**src/rtl/pa_pkg.sv**
```systemverilog
package pa_pkg;
  typedef enum logic [1:0] {
    SEL_FLAGS  = 2'd0,
    SEL_CNT_HI = 2'd1,
    SEL_CNT_LO = 2'd2,
    SEL_NONE   = 2'd3
  } pa_sel_e;

  localparam int unsigned FLAG_OVF_BIT  = 1;
  localparam int unsigned FLAG_EDGE_BIT = 0;
endpackage

```
**src/rtl/pa_input_cond.sv**
```systemverilog
module pa_input_cond #(
  parameter int unsigned SYNC_STAGES = 2
) (
  input  logic clk,
  input  logic rst_n,
  input  logic pin_raw,
  input  logic invert,
  output logic level_act,
  output logic lead_evt,
  output logic trail_evt
);
  logic [SYNC_STAGES-1:0] sync_q, sync_d;
  logic prev_q, prev_d;
  logic synced, rise, fall;

  generate
    if (SYNC_STAGES == 1) begin : g_one
      assign sync_d = pin_raw;
    end else begin : g_chain
      assign sync_d = {sync_q[SYNC_STAGES-2:0], pin_raw};
    end
  endgenerate

  assign synced = sync_q[SYNC_STAGES-1];
  assign prev_d = synced;

  always_ff @(posedge clk or negedge rst_n) begin
    if (!rst_n) begin
      sync_q <= '0;
      prev_q <= 1'b0;
    end else begin
      sync_q <= sync_d;
      prev_q <= prev_d;
    end
  end

  always_comb begin
    rise      = synced & ~prev_q;
    fall      = ~synced & prev_q;
    level_act = synced ^ invert;
    lead_evt  = invert ? fall : rise;
    trail_evt = invert ? rise : fall;
  end
endmodule

```
**src/rtl/pa_count.sv**
```systemverilog
module pa_count #(
  parameter int unsigned BYTE_W = 8
) (
  input  logic              clk,
  input  logic              rst_n,
  input  logic              cnt_evt,
  input  logic              sat_mode,
  input  logic              wr_hi,
  input  logic              wr_lo,
  input  logic [BYTE_W-1:0] wdata,
  output logic [BYTE_W-1:0] cnt_hi,
  output logic [BYTE_W-1:0] cnt_lo,
  output logic              ovf_evt
);
  localparam logic [BYTE_W-1:0] BYTE_MAX = {BYTE_W{1'b1}};
  localparam logic [BYTE_W-1:0] BYTE_ONE = {{(BYTE_W-1){1'b0}}, 1'b1};

  logic [BYTE_W-1:0] hi_q, lo_q, hi_d, lo_d;
  logic evt_eff, carry, hi_full;

  always_comb begin
    evt_eff = cnt_evt & ~(wr_hi | wr_lo);
    carry   = evt_eff & (lo_q == BYTE_MAX);
    hi_full = (hi_q == BYTE_MAX);
    ovf_evt = carry & hi_full;
    lo_d    = lo_q;
    hi_d    = hi_q;
    if (evt_eff) lo_d = lo_q + BYTE_ONE;
    if (carry && !(hi_full && sat_mode)) hi_d = hi_q + BYTE_ONE;
    if (wr_lo) lo_d = wdata;
    if (wr_hi) hi_d = wdata;
  end

  always_ff @(posedge clk or negedge rst_n) begin
    if (!rst_n) begin
      hi_q <= '0;
      lo_q <= '0;
    end else begin
      hi_q <= hi_d;
      lo_q <= lo_d;
    end
  end

  assign cnt_hi = hi_q;
  assign cnt_lo = lo_q;
endmodule

```
**src/rtl/pa_flags.sv**
```systemverilog
module pa_flags (
  input  logic clk,
  input  logic rst_n,
  input  logic ovf_set,
  input  logic edge_set,
  input  logic flag_wr,
  input  logic [1:0] wbits,
  input  logic fast_clr,
  input  logic cnt_access,
  input  logic cnt_write,
  output logic ovf_q,
  output logic edge_q
);
  logic ovf_d, edge_d, ovf_clr, edge_clr;

  always_comb begin
    ovf_clr  = fast_clr ? cnt_access : (flag_wr & wbits[1]);
    edge_clr = fast_clr ? cnt_write  : (flag_wr & wbits[0]);
    ovf_d    = ovf_set  ? 1'b1 : (ovf_clr  ? 1'b0 : ovf_q);
    edge_d   = edge_set ? 1'b1 : (edge_clr ? 1'b0 : edge_q);
  end

  always_ff @(posedge clk or negedge rst_n) begin
    if (!rst_n) begin
      ovf_q  <= 1'b0;
      edge_q <= 1'b0;
    end else begin
      ovf_q  <= ovf_d;
      edge_q <= edge_d;
    end
  end
endmodule

```
**src/rtl/pulse_accum.sv**
```systemverilog
module pulse_accum
  import pa_pkg::*;
#(
  parameter int unsigned BYTE_W      = 8,
  parameter int unsigned SYNC_STAGES = 2
) (
  input  logic              clk,
  input  logic              rst_n,
  input  logic              acc_en,
  input  logic              gated_mode,
  input  logic              edge_sel,
  input  logic              sat_mode,
  input  logic              fast_clr,
  input  logic              ovf_ie,
  input  logic              edge_ie,
  input  logic              pin_in,
  input  logic              tick_en,
  input  logic [1:0]        reg_sel,
  input  logic              reg_wr,
  input  logic              reg_rd,
  input  logic [BYTE_W-1:0] reg_wdata,
  output logic [BYTE_W-1:0] reg_rdata,
  output logic              irq_ovf,
  output logic              irq_edge
);
  logic level_act, lead_evt, trail_evt;
  logic cnt_evt, edge_set, ovf_evt;
  logic wr_hi, wr_lo, flag_wr, cnt_sel, cnt_access, cnt_write;
  logic [BYTE_W-1:0] cnt_hi, cnt_lo;
  logic flag_ovf, flag_edge;

  pa_input_cond #(.SYNC_STAGES(SYNC_STAGES)) u_in (
    .clk(clk), .rst_n(rst_n), .pin_raw(pin_in), .invert(edge_sel),
    .level_act(level_act), .lead_evt(lead_evt), .trail_evt(trail_evt)
  );

  always_comb begin
    cnt_evt    = acc_en & (gated_mode ? (level_act & tick_en) : lead_evt);
    edge_set   = acc_en & (gated_mode ? trail_evt : lead_evt);
    flag_wr    = reg_wr & (reg_sel == SEL_FLAGS);
    wr_hi      = reg_wr & (reg_sel == SEL_CNT_HI);
    wr_lo      = reg_wr & (reg_sel == SEL_CNT_LO);
    cnt_sel    = (reg_sel == SEL_CNT_HI) | (reg_sel == SEL_CNT_LO);
    cnt_access = (reg_wr | reg_rd) & cnt_sel;
    cnt_write  = reg_wr & cnt_sel;
  end

  pa_count #(.BYTE_W(BYTE_W)) u_cnt (
    .clk(clk), .rst_n(rst_n), .cnt_evt(cnt_evt), .sat_mode(sat_mode),
    .wr_hi(wr_hi), .wr_lo(wr_lo), .wdata(reg_wdata),
    .cnt_hi(cnt_hi), .cnt_lo(cnt_lo), .ovf_evt(ovf_evt)
  );

  pa_flags u_flg (
    .clk(clk), .rst_n(rst_n), .ovf_set(ovf_evt), .edge_set(edge_set),
    .flag_wr(flag_wr), .wbits(reg_wdata[1:0]), .fast_clr(fast_clr),
    .cnt_access(cnt_access), .cnt_write(cnt_write),
    .ovf_q(flag_ovf), .edge_q(flag_edge)
  );

  always_comb begin
    reg_rdata = '0;
    case (reg_sel)
      SEL_FLAGS: begin
        reg_rdata[FLAG_OVF_BIT]  = flag_ovf;
        reg_rdata[FLAG_EDGE_BIT] = flag_edge;
      end
      SEL_CNT_HI: reg_rdata = cnt_hi;
      SEL_CNT_LO: reg_rdata = cnt_lo;
      default:    reg_rdata = '0;
    endcase
    irq_ovf  = flag_ovf & ovf_ie;
    irq_edge = flag_edge & edge_ie;
  end
endmodule

```
**config.mk**
```make
export PLATFORM = sky130hd
export DESIGN_NAME = pulse_accum
export DESIGN_NICKNAME = d
export VERILOG_FILES = /design/src/rtl/pa_pkg.sv /design/src/rtl/pa_input_cond.sv /design/src/rtl/pa_count.sv /design/src/rtl/pa_flags.sv /design/src/rtl/pulse_accum.sv
export SDC_FILE = /design/constraint.sdc
export NUM_CORES = 1
export LEC_CHECK = 0
export ABC_AREA = 0
export CAP_MARGIN = 20
export CORE_UTILIZATION = 46
export CTS_CLUSTER_DIAMETER = 100
export DETAILED_ROUTE_END_ITERATION = 10
export GPL_TIMING_DRIVEN = 0
export PLACE_DENSITY = 0.74
export SLEW_MARGIN = 10
export SYNTH_ARGS = -nofsm -noshare
export SYNTH_HDL_FRONTEND = slang
export SYNTH_SLANG_ARGS = --single-unit
```
**constraint.sdc**
```tcl
create_clock -name clk -period 2.1 [get_ports clk]
set_input_delay 0.42 -clock clk [delete_from_list [all_inputs] [get_ports clk]]
set_output_delay 0.42 -clock clk [all_outputs]
set_load 0.02 [all_outputs]
```
==> results.md <==
* Final Power at 1.21 mW
* First-pass GRT wire length at 6430 um
* Crit path launch type: primary input
* Core area at 3100 um2
* Multi-input gate area at 997 um2
* Main combinational cell family by area after synthesis: simple AND/OR/NAND/NOR gates
* Setup ws final at 57.8 ps
* Final setup TNS at 0 ps
* WL met1 at 1840 um
* Clk_skew at 2.60 ps
* DRT antenna net count at 0
* Distinct cells, synth at 49
* Die area at 3540 um2
* Switching Share at 35.9%
* Flop pwr share at 47.2%
* I/O Pins at 33
* N_diodes at 0
* Worst slack, placed at -772 ps
* Sequential area share after synthesis at 34.5%
* Yosys reg bits at 21
* Worst-margin pin slew at 962 ps
* Vias in the first global route at 1397
* Final #Nets at 242
* Syn nets at 197
* Initial Utilization at 49.0%
* Min Tclk post-route at 2040 ps
* Port bufs at 31
* Placer Congestion at 0.858
* Post-DP HPWL at 2870 um
* PwrDens at 593 nW/um2
* Vias/cell at 5.82
* Max Transition Viols Final at 0
* WL/cell at 16.3 um
* Max layer used: met4
* Mux cell area share after synthesis at 3.45%
* Later-pin clock latency in the skew report at 310 ps
* Share of post-route cells with drive strength above 1 at 22.6%
* Final Hold Fails at 0
* Post-Syn Instances at 168
* Fin Hold WS at 375 ps
* Syn Std Cell Area at 1520 um2
* Status: complete, no violations
* Vias at 1490
* HP Class: reg -> reg
* DRT Pass-1 Iters at 4
* CP Capture Type: flop
* H-tree depth at 1
* Largest net degree at the start of global routing at 22
* Adder-cell area share of the yosys netlist at 4.93%
* Met2 routed WL at 2000 um
* Relative slew slack at 35.6%
* Max Freq at 490 MHz
* Post-Layout Inst Area at 2040 um2
* Post-Place Cells at 243
* Die width at 59.5 um
* Synth Area in Compound Gates at 24.1%
* Post-Synth XOR/XNOR Area at 1.73%
* Initial antenna violation count at 0
* Fin cells at 256
* Worst-path clk slew at 120 ps
* Yosys warnings at 0
* Maxcap violations at 0
* Drt drc at 0
* # fillers at 283
* Wirelength, routed at 4180 um
* CTS tree: yes
* All-Layer GR Usage at 24.6%
* Crit Path Class: in -> reg
* Cts bufs inserted at 3
* Area grow syn2layout at 33.8%
* Worst Path Arrival at 2280 ps
* Fin util at 65.6%
* Setup violations, final at 0
* Total leakage power at 0.794 nW
* RSZ-0062 raised after global routing: true
* Placed instance area at 1890 um2
* Crit share post-route at 97.2%
* Pint at 774 uW
* Num Clock Sinks at 21
* Post-Synth Simple-Gate Area at 27.2%
* Clock buffer depth at 2
* Sequential cell area at 528 um2
* Avg Cell Area, Syn at 9.06 um2
* CTS root buf: clkbuf_4
* 1st-iter DRT viols at 123
* DIE HEIGHT at 59.5 um
* Clk pwr share at 16.8%
* P_sw at 433 uW
* VDD IR-drop max at 0.000323 V
* Crit Path Max Fanout at 8
* Met3 WL at 302 um
* Combinational power share at 36.0%
* Total grt overflow at 0
* Worst EP required at 2330 ps
* Cell row count at 20
-- layer usage --
metal | global-route usage, % | vias to the layer above
met5 | 0 | -
met4 | 10.3 | 0
li1 | - | 722
met3 | 3.28 | 4
met1 | 31.6 | 692
met2 | 41.6 | 72
-- critical path, cell delays in order --
cell and delay [ps]:
clkdlybuf4s50_1 560, and2_4 220, o21ai_4 120, a21o_4 260
or4_1 510, a31oi_1 180
-- repair_timing --
action | CTS | global route
setup buffers | 2 | 7
hold buffers | 0 | 0
resized for setup | 29 | 16
pin swaps | 2 | 3
endpoints found under the setup margin | 21 | 15
-- worst paths after layout --
check,startpoint,end,slack [ps],cells after the start
max in group asynchronous,rst_n,u_cnt.cnt_hi[1]$_DFFE_PN0P_,830,1
max,gated_mode,u_cnt.cnt_hi[4]$_DFFE_PN0P_,60,6
min in group asynchronous,rst_n,u_in.sync_q[1]$_DFF_PN0_,630,1
max reg2reg,u_cnt.cnt_lo[0]$_DFFE_PN0P_,u_cnt.cnt_hi[4]$_DFFE_PN0P_,70,6
min,u_in.sync_q[0]$_DFF_PN0_,u_in.sync_q[1]$_DFF_PN0_,380,0
min reg2reg,u_in.sync_q[0]$_DFF_PN0_,u_in.sync_q[1]$_DFF_PN0_,380,0
-- power by group through the flow --
stage	clock network (mW)	logic, mW	registers [mW]
6_report	0.203	0.435	0.569
5_1_grt	0.230	0.477	0.577
4_1_cts	0.207	0.382	0.565
3_5_place_dp	0	0.363	0.580
3_3_place_gp	0	0.354	0.577
2_1_floorplan	0	0.235	0.549
-- cell type report --
| cell class | instances | share of cell area (%) |
|---|---|---|
| multi-input cells | 136 | 49.0 |
| well taps | 44 | 2.70 |
| repair buffers | 40 | 17.5 |
| flip-flops and latches | 21 | 25.9 |
| plain buffers | 7 | 2.89 |
| clock buffers | 4 | 1.29 |
| inverters | 4 | 0.738 |
-- Yosys cell counts (all sizes together) --
library cell,number,area (um2)
a31oi,5,31.3
and2b,3,26.3
nor4,1,6.26
buf,3,20.0
a21o,3,30.0
mux2i,3,30.0
a22oi,7,52.6
nand3,10,50.1
or3,1,7.51
a21oi,3,15.0
nor3,5,25.0
nand4,2,27.5
a41o,1,10.0
inv,4,15.0
o21ai,10,68.8
nand3b,1,7.51
nand2,17,63.8
nor2,15,56.3
a22o,3,26.3
o211ai,2,15.0
a211oi,1,7.51
or4,2,15.0
xnor2,3,26.3
o41ai,1,8.76
mux2,2,22.5
ha,6,75.1
a2111oi,2,25.0
o31ai,2,15.0
a221o,3,30.0
dfrtp,21,526
o221a,1,11.3
and4,2,20.0
clkbuf,4,26.3
and2,5,32.5
a222oi,2,20.0
and3,5,32.5
nor2b,7,43.8
-- placed cells by master, fill, tap and decap left out, drive strengths merged, types with 6 or more instances in the layout --
cell	instances
clkdlybuf4s50	21
dfrtp	21
nand2	17
nor2	15
buf	13
clkbuf	12
nand3	10
o21ai	10
a22oi	7
nor2b	7
ha	6
-- sequential cells by signal, indices dropped and copies added, names as in the netlist --
signal,cells
u_flg.ovf_q,1
u_in.prev_q,1
u_flg.edge_q,1
u_in.sync_q,2
u_cnt.cnt_hi,8
u_cnt.cnt_lo,8
-- cells by family after synthesis --
family                     Yosys count
and+or+nand+nor                     76
DFF                                 21
adders and majority gates            6
xor gates and xnor gates             3
muxes                                5
buffers and inverters               11
AOI/OAI and AO/OA                   46
Note: power is estimated with default switching activity, not from simulation.
